### src/rtl/accu_pkg.sv
package accu_pkg;

  localparam int OP_W = 4;

  localparam logic [OP_W-1:0] OPC_LOAD  = 4'd1;
  localparam logic [OP_W-1:0] OPC_STORE = 4'd2;
  localparam logic [OP_W-1:0] OPC_ADD   = 4'd3;
  localparam logic [OP_W-1:0] OPC_SUB   = 4'd4;
  localparam logic [OP_W-1:0] OPC_AND   = 4'd5;
  localparam logic [OP_W-1:0] OPC_OR    = 4'd6;
  localparam logic [OP_W-1:0] OPC_JMP   = 4'd7;
  localparam logic [OP_W-1:0] OPC_LDI   = 4'd8;

  typedef enum logic [1:0] {
    PH_FETCH  = 2'd0,
    PH_IRLD   = 2'd1,
    PH_OPADDR = 2'd2,
    PH_EXEC   = 2'd3
  } phase_e;

  typedef struct packed {
    logic zero_a;
    logic b_inv;
    logic carry_in;
    logic use_logic;
    logic b_imm;
  } alu_ctrl_t;

  typedef struct packed {
    logic      pc_we;
    logic      pc_jump;
    logic      ir_we;
    logic      acc_we;
    logic      mem_we;
    logic      addr_ir;
    alu_ctrl_t alu;
  } ctrl_t;

endpackage

### src/rtl/accu_reg.sv
module accu_reg #(
  parameter int W = 8
) (
  input  logic         clk,
  input  logic         rst_n,
  input  logic         en,
  input  logic [W-1:0] d,
  output logic [W-1:0] q
);

  always_ff @(posedge clk or negedge rst_n) begin
    if (!rst_n) begin
      q <= '0;
    end else if (en) begin
      q <= d;
    end
  end

endmodule

### src/rtl/accu_alu.sv
module accu_alu
  import accu_pkg::*;
#(
  parameter int W = 8
) (
  input  logic [W-1:0] a,
  input  logic [W-1:0] b,
  input  alu_ctrl_t    ctl,
  output logic [W-1:0] y
);

  logic [W-1:0] a_eff;
  logic [W-1:0] b_eff;
  logic [W-1:0] sum;
  logic [W-1:0] bitwise;

  always_comb begin
    a_eff   = ctl.zero_a ? '0 : a;
    // In adder mode B-invert complements the operand; in logic mode it picks OR.
    b_eff   = (ctl.b_inv && !ctl.use_logic) ? ~b : b;
    sum     = a_eff + b_eff + W'(ctl.carry_in);
    bitwise = ctl.b_inv ? (a_eff | b) : (a_eff & b);
    y       = ctl.use_logic ? bitwise : sum;
  end

endmodule

### src/rtl/accu_ctrl.sv
module accu_ctrl
  import accu_pkg::*;
(
  input  logic            clk,
  input  logic            rst_n,
  input  logic [OP_W-1:0] opcode,
  output phase_e          phase,
  output ctrl_t           ctl
);

  phase_e phase_q;
  phase_e phase_d;

  always_comb begin
    unique case (phase_q)
      PH_FETCH:  phase_d = PH_IRLD;
      PH_IRLD:   phase_d = PH_OPADDR;
      PH_OPADDR: phase_d = PH_EXEC;
      default:   phase_d = PH_FETCH;
    endcase
  end

  always_ff @(posedge clk or negedge rst_n) begin
    if (!rst_n) begin
      phase_q <= PH_FETCH;
    end else begin
      phase_q <= phase_d;
    end
  end

  always_comb begin
    ctl = '0;
    unique case (phase_q)
      PH_FETCH: begin
        ctl.addr_ir = 1'b0;
      end
      PH_IRLD: begin
        ctl.ir_we = 1'b1;
        ctl.pc_we = 1'b1;
      end
      PH_OPADDR: begin
        ctl.addr_ir = 1'b1;
        if (opcode == OPC_STORE) ctl.mem_we = 1'b1;
        if (opcode == OPC_JMP) begin
          ctl.pc_we   = 1'b1;
          ctl.pc_jump = 1'b1;
        end
      end
      default: begin
        ctl.addr_ir = 1'b1;
        case (opcode)
          OPC_LOAD: begin
            ctl.acc_we     = 1'b1;
            ctl.alu.zero_a = 1'b1;
          end
          OPC_ADD: ctl.acc_we = 1'b1;
          OPC_SUB: begin
            ctl.acc_we       = 1'b1;
            ctl.alu.b_inv    = 1'b1;
            ctl.alu.carry_in = 1'b1;
          end
          OPC_AND: begin
            ctl.acc_we        = 1'b1;
            ctl.alu.use_logic = 1'b1;
          end
          OPC_OR: begin
            ctl.acc_we        = 1'b1;
            ctl.alu.use_logic = 1'b1;
            ctl.alu.b_inv     = 1'b1;
          end
          OPC_LDI: begin
            ctl.acc_we     = 1'b1;
            ctl.alu.zero_a = 1'b1;
            ctl.alu.b_imm  = 1'b1;
          end
          default: ctl.acc_we = 1'b0;
        endcase
      end
    endcase
  end

  assign phase = phase_q;

  // a store asserts the write strobe for exactly one cycle
  p_we_pulse_r5: assert property (@(posedge clk) disable iff (!rst_n)
    ctl.mem_we |=> !ctl.mem_we);

  // register writes never overlap within a step
  p_one_writer_r2: assert property (@(posedge clk) disable iff (!rst_n)
    $onehot0({ctl.ir_we, ctl.acc_we, ctl.mem_we}));

  // the step sequence advances by one every cycle
  p_phase_walk_r2: assert property (@(posedge clk) disable iff (!rst_n)
    (phase_q == PH_EXEC) |=> (phase_q == PH_FETCH));

endmodule

### src/rtl/accu_core.sv
module accu_core
  import accu_pkg::*;
#(
  parameter int ADDR_W = 4,
  localparam int DATA_W = OP_W + ADDR_W
) (
  input  logic              clk,
  input  logic              rst_n,
  output logic [ADDR_W-1:0] mem_addr,
  output logic              mem_we,
  output logic [DATA_W-1:0] mem_wdata,
  input  logic [DATA_W-1:0] mem_rdata,
  output logic [DATA_W-1:0] acc_out,
  output logic [ADDR_W-1:0] pc_out
);

  ctrl_t             ctl;
  phase_e            phase;
  logic [ADDR_W-1:0] pc_q;
  logic [ADDR_W-1:0] pc_d;
  logic [DATA_W-1:0] ir_q;
  logic [DATA_W-1:0] acc_q;
  logic [DATA_W-1:0] alu_y;
  logic [DATA_W-1:0] b_operand;
  logic [ADDR_W-1:0] ir_field;
  logic [OP_W-1:0]   ir_op;

  assign ir_field = ir_q[ADDR_W-1:0];
  assign ir_op    = ir_q[DATA_W-1 -: OP_W];

  accu_ctrl u_ctrl (
    .clk    (clk),
    .rst_n  (rst_n),
    .opcode (ir_op),
    .phase  (phase),
    .ctl    (ctl)
  );

  always_comb begin
    pc_d      = ctl.pc_jump ? ir_field : (pc_q + ADDR_W'(1));
    mem_addr  = ctl.addr_ir ? ir_field : pc_q;
    b_operand = ctl.alu.b_imm ? {{OP_W{1'b0}}, ir_field} : mem_rdata;
  end

  accu_alu #(.W(DATA_W)) u_alu (
    .a   (acc_q),
    .b   (b_operand),
    .ctl (ctl.alu),
    .y   (alu_y)
  );

  accu_reg #(.W(ADDR_W)) u_pc (
    .clk (clk), .rst_n (rst_n), .en (ctl.pc_we), .d (pc_d), .q (pc_q)
  );

  accu_reg #(.W(DATA_W)) u_ir (
    .clk (clk), .rst_n (rst_n), .en (ctl.ir_we), .d (mem_rdata), .q (ir_q)
  );

  accu_reg #(.W(DATA_W)) u_acc (
    .clk (clk), .rst_n (rst_n), .en (ctl.acc_we), .d (alu_y), .q (acc_q)
  );

  assign mem_we    = ctl.mem_we;
  assign mem_wdata = acc_q;
  assign acc_out   = acc_q;
  assign pc_out    = pc_q;

  // the capture step advances the PC by one, wrapping at the top
  p_pc_step_r2: assert property (@(posedge clk) disable iff (!rst_n)
    ctl.ir_we |=> (pc_q == $past(pc_q) + ADDR_W'(1)));

  // a jump lands on the instruction's field
  p_jump_dest_r10: assert property (@(posedge clk) disable iff (!rst_n)
    ctl.pc_jump |=> (pc_q == $past(ir_field)));

  // without a load enable the accumulator keeps its value
  p_acc_hold_r11: assert property (@(posedge clk) disable iff (!rst_n)
    !ctl.acc_we |=> $stable(acc_q));

  // the instruction register only changes in the capture step
  p_ir_hold_r3: assert property (@(posedge clk) disable iff (!rst_n)
    (phase != PH_IRLD) |=> $stable(ir_q));

endmodule

### config.mk
export PLATFORM = sky130hd
export DESIGN_NAME = accu_core
export DESIGN_NICKNAME = d
export VERILOG_FILES = /design/src/rtl/accu_pkg.sv /design/src/rtl/accu_reg.sv /design/src/rtl/accu_alu.sv /design/src/rtl/accu_ctrl.sv /design/src/rtl/accu_core.sv
export SDC_FILE = /design/constraint.sdc
export NUM_CORES = 1
export LEC_CHECK = 0
export BUFFER_PORTS_ARGS = -buffer_cell sky130_fd_sc_hd__buf_2
export CAP_MARGIN = 5
export CORE_MARGIN = 5
export CORE_UTILIZATION = 51
export DETAILED_ROUTE_END_ITERATION = 12
export PLACE_DENSITY_LB_ADDON = 0.2
export SYNTH_ARGS = -nofsm -noshare
export SYNTH_HDL_FRONTEND = slang
export SYNTH_SLANG_ARGS = --single-unit
export TNS_END_PERCENT = 50
### constraint.sdc
create_clock -name clk -period 3.15 [get_ports clk]
set_clock_uncertainty 0.15 [all_clocks]
set_input_delay 0.1575 -clock clk [delete_from_list [all_inputs] [get_ports clk]]
set_output_delay 0.1575 -clock clk [all_outputs]
set_load 0.02 [all_outputs]
# Yosys cells after proc, flatten, opt, wreduce, memory -nomap -nowiden
# Cells that the tools add are included.
# word_totals
register_bits	22
input_bits	10
out_inout_bits	25
word_cells	51
# op_classes
addsub	3
eq_ne	10
n_mux	22
bitwise	3
n_reduce_logical	9
# op_table
operator	n
$mux W8	5
$eq A4 B3 Y1 const B	4
$mux W1	11
$add A8 B1 Y8	1
$add A8 B8 Y8	1
$and A8 B8 Y8	1
$eq A4 B2 Y1 const B	2
$mux W4	2
$not A8 Y8	1
$or A8 B8 Y8	1
$reduce_or A2 Y1	4
$pmux W2 S3	1
$reduce_or A6 Y1	1
$mux W5	1
$add A4 B1 Y4 const B	1
$eq A4 B1 Y1 const B	1
$eq A4 B4 Y1 const B	1
$reduce_or A3 Y1	1
$eq A2 B1 Y1 const B	1
$eq A2 B2 Y1 const B	1
$logic_not A2 Y1	1
$mux W2	1
$pmux W1 S2	1
$logic_and A1 B1 Y1	1
$logic_not A1 Y1	1

# Logic depth before layout (Yosys ltp)
# Gate-level depths: netlist (run 1).
# logic_depth
depth_word	10
depth_mapped	15
depth_no_buf	14

# By module
# From an unflattened synthesis (run 1), not the netlist that was laid out.
# unflattened
cells_unflattened	195
area_unflattened_um2	2010.7
# by_module_without_submodules
mod	n_inst	cells_each	area_each_um2	seq_area_each_um2
accu_alu	1	90	668.1	0.0
accu_reg at u_acc ...	2	17	331.6	200.2
accu_core	1	32	284.0	0.0
accu_ctrl	1	31	250.2	50.0
accu_reg at u_pc	1	8	145.1	100.1

# Worst setup path before layout (run 1)
# No wires, ideal clock.
# synth_path
path_type	reg-to-reg
startpoint	register u_ctrl.phase_q[0], in the netlist u_ctrl.phase[0]
endpoint	register u_acc.q[6]
setup_ps	126
arrival_time_ps	3095
t_required_ps	2874
setup_slack_ps	-221
stages_incl_launch_ff	16
n_path_buf	1
period_less_slack_ps	3371
path_cell_list	dfrtp_1 > ha_1 > buf_4 > nor2b_1 > nand2_1 > nor2_2 > inv_1 > xnor2_1 > fa_1 > inv_1 > fa_1 > a21o_1 > a21oi_1 > o21ai_0 > xor2_1 > a221o_1
# synth_between
elab_chain_len	9
elab_cells_between_ends	18
cone_classes	2 x add/sub; 2 x eq/ne; 7 x mux; 3 x bitwise; 4 x reduce/logical
# synth_lines
item	line	text
from (decl)	accu_ctrl.sv:11	phase_e phase_q;
from (signal assigned)	accu_ctrl.sv:27	phase_q <= phase_d;
$eq A2 B2 Y1, or another cell as far along	accu_ctrl.sv:33	unique case (phase_q)
$reduce_or A3 Y1 (no source line) (*)	n/a	
$mux W5	accu_ctrl.sv:33	
$mux W8 / $logic_not A1 Y1 (equally long branches)	accu_core.sv:42, accu_alu.sv:20	
$not A8 Y8 / $logic_and A1 B1 Y1 (equally long branches)	accu_alu.sv:20	b_eff = (ctl.b_inv && !ctl.use_logic) ? ~b : b;
$mux W8	accu_alu.sv:20	
$add A8 B8 Y8	accu_alu.sv:21	sum = a_eff + b_eff + W'(ctl.carry_in);
$add A8 B1 Y8	accu_alu.sv:21	
$mux W8	accu_alu.sv:23	y = ctl.use_logic ? bitwise : sum;
to (signal assigned)	accu_reg.sv:13	q <= '0;
to (signal assigned)	accu_reg.sv:15	q <= d;
to (decl)	accu_reg.sv:8	output logic [W-1:0] q
# Every way passes the cells marked *; elsewhere a longest branch is shown, timed or not.
# A chain may end at the register's enable or synchronous reset.

# Final worst setup path (run 1)
# layout_path
startpoint	register u_ctrl.phase_q[1], in the netlist u_ctrl.phase[1]
endpoint	register u_acc.q[6]
# Same word-level chain as after synthesis.

==> impl_metrics.tcl, run 1 <==
set metrics [dict create \
    outcome "complete, no violations" \
    clk_latency_ns 0.27 \
    die_area_sq_mm 0.00511 \
    cts_tree "done" \
    dieWidth_um 71.5 \
    finalCritPeriodShare 0.970 \
    maxCapViolCount 0 \
    core_area_sq_mm 0.00366 \
    firstDrtPassIters 4 \
    layout.nets 275 \
    layout_min_cycle_time_ns 3.05 \
    synth_edf_count 0 \
    n_antenna_cell 0 \
    layout_common_cells "buf_2, dfrtp_1, nand2_1" \
    antenna_found_initial 0 \
    clk_transition_reported_paths_ns 0.09 \
    fin_hold_ws_ns 0.0206 \
    syn_inst 211 \
    yosysTopAreaCell "dfrtp_1" \
    crit_required_ns 3.16 \
    synth_flop_cell "dfrtp_1" \
    drtIter0Drc 59 \
    dp_hpwl_mm 3.34 \
    vdd_drop_max_mv 0.447 \
    num-fill-cells 316 \
    drive_above_1_share 0.355 \
    grt_use_total 0.176 \
    start_util 0.526 \
    syn_nets 234 \
    tightestPinTransition_ns 0.784 \
    ys_async_sr_fraction 1.00 \
    synth_warnings 0 \
    crit_chain "ha_4 -> or3b_4 -> or2_4 -> nand2_2 -> fa_2 -> inv_1 -> fa_2 -> a21o_1 -> a21oi_2 -> o21ai_1 -> xor2_1 -> a221o_1" \
    layout_commonest_cell "buf_2" \
    min_path_type "primary input to flop" \
    synthTopCellsByArea "dfrtp_1, ha_1, mux2_2, xnor2_1, a21oi_1" \
    port_buffers 34 \
    p_leak_nw 1.13 \
    rows 22 \
    critPathMaxFanout 5 \
    wl_mm 4.40 \
    grt_overflow 0 \
    clockRootBuffer "clkbuf_8" \
    crit_top_cell "fa_2" \
    clk_path_buf_depth 2 \
    gp_congestion 0.824 \
    synth.top_cell.area_share 0.286 \
    numCtsBuffers 3 \
    io_pins 35 \
    syn_avg_cell_area_sq_um 9.13 \
    area_delta_synth_final_pct 22.6 \
    end_kind "flop" \
    hold_viol 0 \
    cts.htree.levels 1 \
    wl_per_cell_um 14.7 \
    synth_seq_cells 22 \
    clock-sinks 22 \
    critPathLaunchType "flop" \
    p_per_area_mw_per_mm2 704 \
    path_class "flop to flop" \
    num_vias 1659 \
    grt_max_degree 23 \
    slew_violations 0 \
    slowest_delay_ns 0.41 \
    cpMaxStageDelayCell "dfrtp_1" \
    synth.distinct_cells 55 \
    die_h_um 71.5 \
    drc 0 \
    grt_pass1_vias 1550 \
    setup_viol 0 \
    fin_util 0.645 \
    max_clock_freq_mhz 327 \
    syn_area_sq_mm 0.00193 \
    slew_headroom 0.476 \
    critical_path_arrival_ns 3.06 \
    antenna_left 0 \
    yosysSeqAreaShare 0.286 \
    viasPerCell 5.55 \
    grt_pass1_wl_mm 7.28 \
]
## repair_timing
action	CTS	global route
pin swaps	0	3
setup endpoints to repair	1	4
resized for setup	2	13
hold endpoints to repair	25	0
hold buffers	4	0
setup buffers	0	0
## worst paths after layout
path / startpoint / to / slack (ns) / depth (start not counted)
worst max-delay path: u_ctrl.phase[1]$_DFF_PN0_ / u_acc.q[6]$_DFFE_PN0P_ / 0.1 / 12
worst min-delay path: mem_rdata[6] / u_ir.q[6]$_DFFE_PN0P_ / 0.02 / 2
max in group asynchronous: rst_n / u_ir.q[6]$_DFFE_PN0P_ / 2.23 / 2
worst min register to register: u_acc.q[5]$_DFFE_PN0P_ / u_acc.q[5]$_DFFE_PN0P_ / 0.38 / 2
min in group asynchronous: rst_n / u_acc.q[1]$_DFFE_PN0P_ / 0.24 / 2
worst max register to register: u_ctrl.phase[1]$_DFF_PN0_ / u_acc.q[6]$_DFFE_PN0P_ / 0.1 / 12
## per-layer routing
layer,GRT usage,share of wire,vias to the layer above
li1,-,-,828
met1,0.251,0.49,777
met2,0.269,0.44,45
met3,0.0238,0.046,9
met4,0.0689,0.017,0
met5,0,0,-
## worst max-delay path: cells and delay by family (launching register included)
| kind | cells | cell delay (ns) |
|---|---|---|
| compound gates | 4 | 0.72 |
| xor+xnor | 1 | 0.14 |
| simple gates | 3 | 0.77 |
| fa+ha+maj | 3 | 0.71 |
| buf+inv | 1 | 0.05 |
| flops | 1 | 0.41 |
## synth_stat cells (all sizes together), types with 5 or more instances
cell type  count
nand3          5
nor2           7
o21ai         11
a21o           5
a21oi         16
mux2i          5
ha            11
buf           16
mux2          12
xnor2         12
inv            9
nand2         21
dfrtp         22
## cell type report
class,instances,area [sq um],share of cell area
clock buffer,3,41.3,0.0175
inverter,9,33.8,0.0143
tap,48,60.1,0.0254
timing repair buffer,56,345,0.146
sequential,22,552,0.234
multi-input combinational,160,1300,0.550
clock inverter,1,30.0,0.0127
## report_power, final
part	leakage, nW	switching, mW	internal [mW]
Combinational	0.831	0.530	0.410
Sequential	0.260	0.0920	0.358
Clock	0.0357	0.102	0.170
## through the flow
step	cell area [sq um]	TNS, ns	setup slack, ns	std cells	power [mW]
2_1_floorplan	1940	0	0.00883	211	1.16
3_3_place_gp	2180	0	0.0705	291	1.36
3_5_place_dp	2180	0	0.0119	291	1.36
4_1_cts	2290	0	0.00102	299	1.65
5_1_grt	2360	-0.0154	-0.0154	299	1.79
6_report	2360	0	0.0958	299	1.66
## sequential cells by signal, indices dropped and copies added (netlist names)
signal and cells:
u_acc.q 8, u_ir.q 8, u_pc.q 4, u_ctrl.phase 2
## kinds of logic (layout without fill, tap and decap cells)
family | after synthesis | count (layout) | share of synthesized area
flip-flops | 22 | 22 | 0.286
multiplexers | 17 | 17 | 0.0961
XOR/XNOR | 16 | 16 | 0.0727
AND/OR/NAND/NOR | 58 | 58 | 0.167
buffers and inverters | 29 | 69 | 0.0857
adder cells (fa/ha/maj) | 17 | 17 | 0.113
AO/OA/AOI/OAI | 52 | 52 | 0.180
(Power assumes the default switching activity.)
==> run 2, diff against run 1 <==
CORE_UTILIZATION = 52   (was 51)
CTS_BUF_LIST = sky130_fd_sc_hd__clkbuf_4 sky130_fd_sc_hd__clkbuf_8   (was unset)
==> impl_metrics.tcl, run 2 (synthesized netlist as in run 1, its figures left out) <==
set metrics [dict create \
    clk_latency_ns 0.26 \
    min_path_type "primary input to flop" \
    numCtsBuffers 3 \
    drc 0 \
    layout_commonest_cell "buf_2" \
    num_vias 1652 \
    die_area_sq_mm 0.00502 \
    grt_setup_unrepaired "true" \
    grt_use_total 0.179 \
    max_clock_freq_mhz 327 \
    viasPerCell 5.51 \
    antenna_found_initial 0 \
    critPathMaxFanout 6 \
    p_leak_nw 1.11 \
    crit_required_ns 3.16 \
    use_met3 0.0241 \
    finalInstanceArea_sq_mm 0.00233 \
    min-delay-start "mem_rdata[5]" \
    finalCritPeriodShare 0.970 \
    die_h_um 70.9 \
    dp_hpwl_mm 3.28 \
    setup_ws_ns 0.0950 \
    slew_headroom 0.503 \
    hold_viol 0 \
    clk_path_buf_depth 2 \
    grt_max_degree 23 \
    grt_pass1_wl_mm 7.28 \
    drive_above_1_share 0.329 \
    area_delta_synth_final_pct 20.8 \
    layout.nets 276 \
    wl_mm 4.37 \
    wl_per_cell_um 14.6 \
    core_area_sq_mm 0.00363 \
    setup_viol 0 \
    io_pins 35 \
    critical_path_arrival_ns 3.06 \
    outcome "complete, no violations" \
    busiest_layer "met2" \
    layout_min_cycle_time_ns 3.05 \
    critPathLaunch "u_ctrl.phase[1]$_DFF_PN0_" \
    clk_transition_reported_paths_ns 0.09 \
    met2_usage 0.287 \
    largestRegisters "u_acc.q: 8 flops, u_ir.q: 8 flops, u_pc.q: 4 flops" \
    slew_violations 0 \
    firstDrtPassIters 4 \
    maxCapViolCount 0 \
    antenna_left 0 \
    path_class "flop to flop" \
    r2r-start "u_ctrl.phase[1]$_DFF_PN0_" \
    tns_ns 0 \
    start_util 0.530 \
    clock-sinks 22 \
    layout_common_cells "buf_2, dfrtp_1, nand2_1" \
    gp_congestion 0.820 \
    clockRootBuffer "clkbuf_8" \
    place_area_sq_mm 0.00218 \
    critPathLaunchType "flop" \
    end_kind "flop" \
    drtIter0Drc 87 \
    grt_overflow 0 \
    grt_pass1_vias 1563 \
    tightestPinTransition_ns 0.744 \
    p_per_area_mw_per_mm2 699 \
    rows 22 \
    gr-usage-met1 0.254 \
    pre_cts_slack_ns -0.0641 \
    dieWidth_um 70.9 \
    cts_tree "done" \
    port_buffers 34 \
    n_antenna_cell 0 \
    cts.htree.levels 1 \
    num-fill-cells 312 \
    vdd_drop_max_mv 0.412 \
]
[run 2: metrics by stage]
step,power [mW],std cells,utilization,hold WS (ns)
after global routing,1.76,300,0.640,0.0197
after detailed placement,1.36,291,0.599,0.0179
after floorplan,1.16,211,-,-0.288
final,1.63,300,0.640,0.0200
after CTS,1.64,300,0.634,0.0113
after global placement,1.35,291,0.599,0.0184
[run 2: power breakdown]
| part | total (mW) | switching (mW) | leakage, nW | internal (mW) |
|---|---|---|---|---|
| sequential | 0.448 | 0.0904 | 0.261 | 0.358 |
| clock | 0.271 | 0.101 | 0.0357 | 0.170 |
| combinational | 0.908 | 0.513 | 0.816 | 0.395 |
| total | 1.63 | 0.704 | 1.11 | 0.922 |
[run 2: routing by layer]
layer	share of wire	up-vias
met4	0.0055	0
met3	0.051	2
met1	0.48	795
met5	0	-
met2	0.47	34
li1	-	821
[run 2: worst paths after layout]
check	end	slack (ns)	cells after the start
max in group asynchronous	u_ir.q[2]$_DFFE_PN0P_	2.23	2
min	u_ir.q[5]$_DFFE_PN0P_	0.02	2
max reg2reg	u_acc.q[6]$_DFFE_PN0P_	0.1	12
max	u_acc.q[6]$_DFFE_PN0P_	0.1	12
min reg2reg	u_acc.q[5]$_DFFE_PN0P_	0.39	2
min in group asynchronous	u_acc.q[4]$_DFFE_PN0P_	0.25	2
[run 2: critical path, stage by stage (launching register included)]
cell and delay (ns):
dfrtp_1 0.41, ha_4 0.18, or3b_4 0.38, or2_4 0.29, nand2_2 0.10, fa_2 0.20
inv_1 0.05, fa_2 0.35, a21o_1 0.18, a21oi_2 0.15, o21ai_1 0.09, xor2_1 0.14
a221o_1 0.29
[run 2: timing repair]
action                                 in CTS  in global routing
pin swaps                                   0                  0
endpoints found under the hold margin      26                  0
setup buffers                               0                  0
hold buffers                                5                  0
gates resized for setup                     3                  4
setup endpoints to repair                   1                  3
[run 2: area by class of cell]
cell class / count / area [sq um] / area share
Clock buffer: 3 / 41.3 / 0.0177
Clock inverter: 1 / 30.0 / 0.0129
Inverter: 9 / 33.8 / 0.0145
Multi-Input combinational cell: 160 / 1260 / 0.540
Sequential cell: 22 / 551 / 0.237
Tap cell: 48 / 60.1 / 0.0258
Timing Repair Buffer: 57 / 355 / 0.153
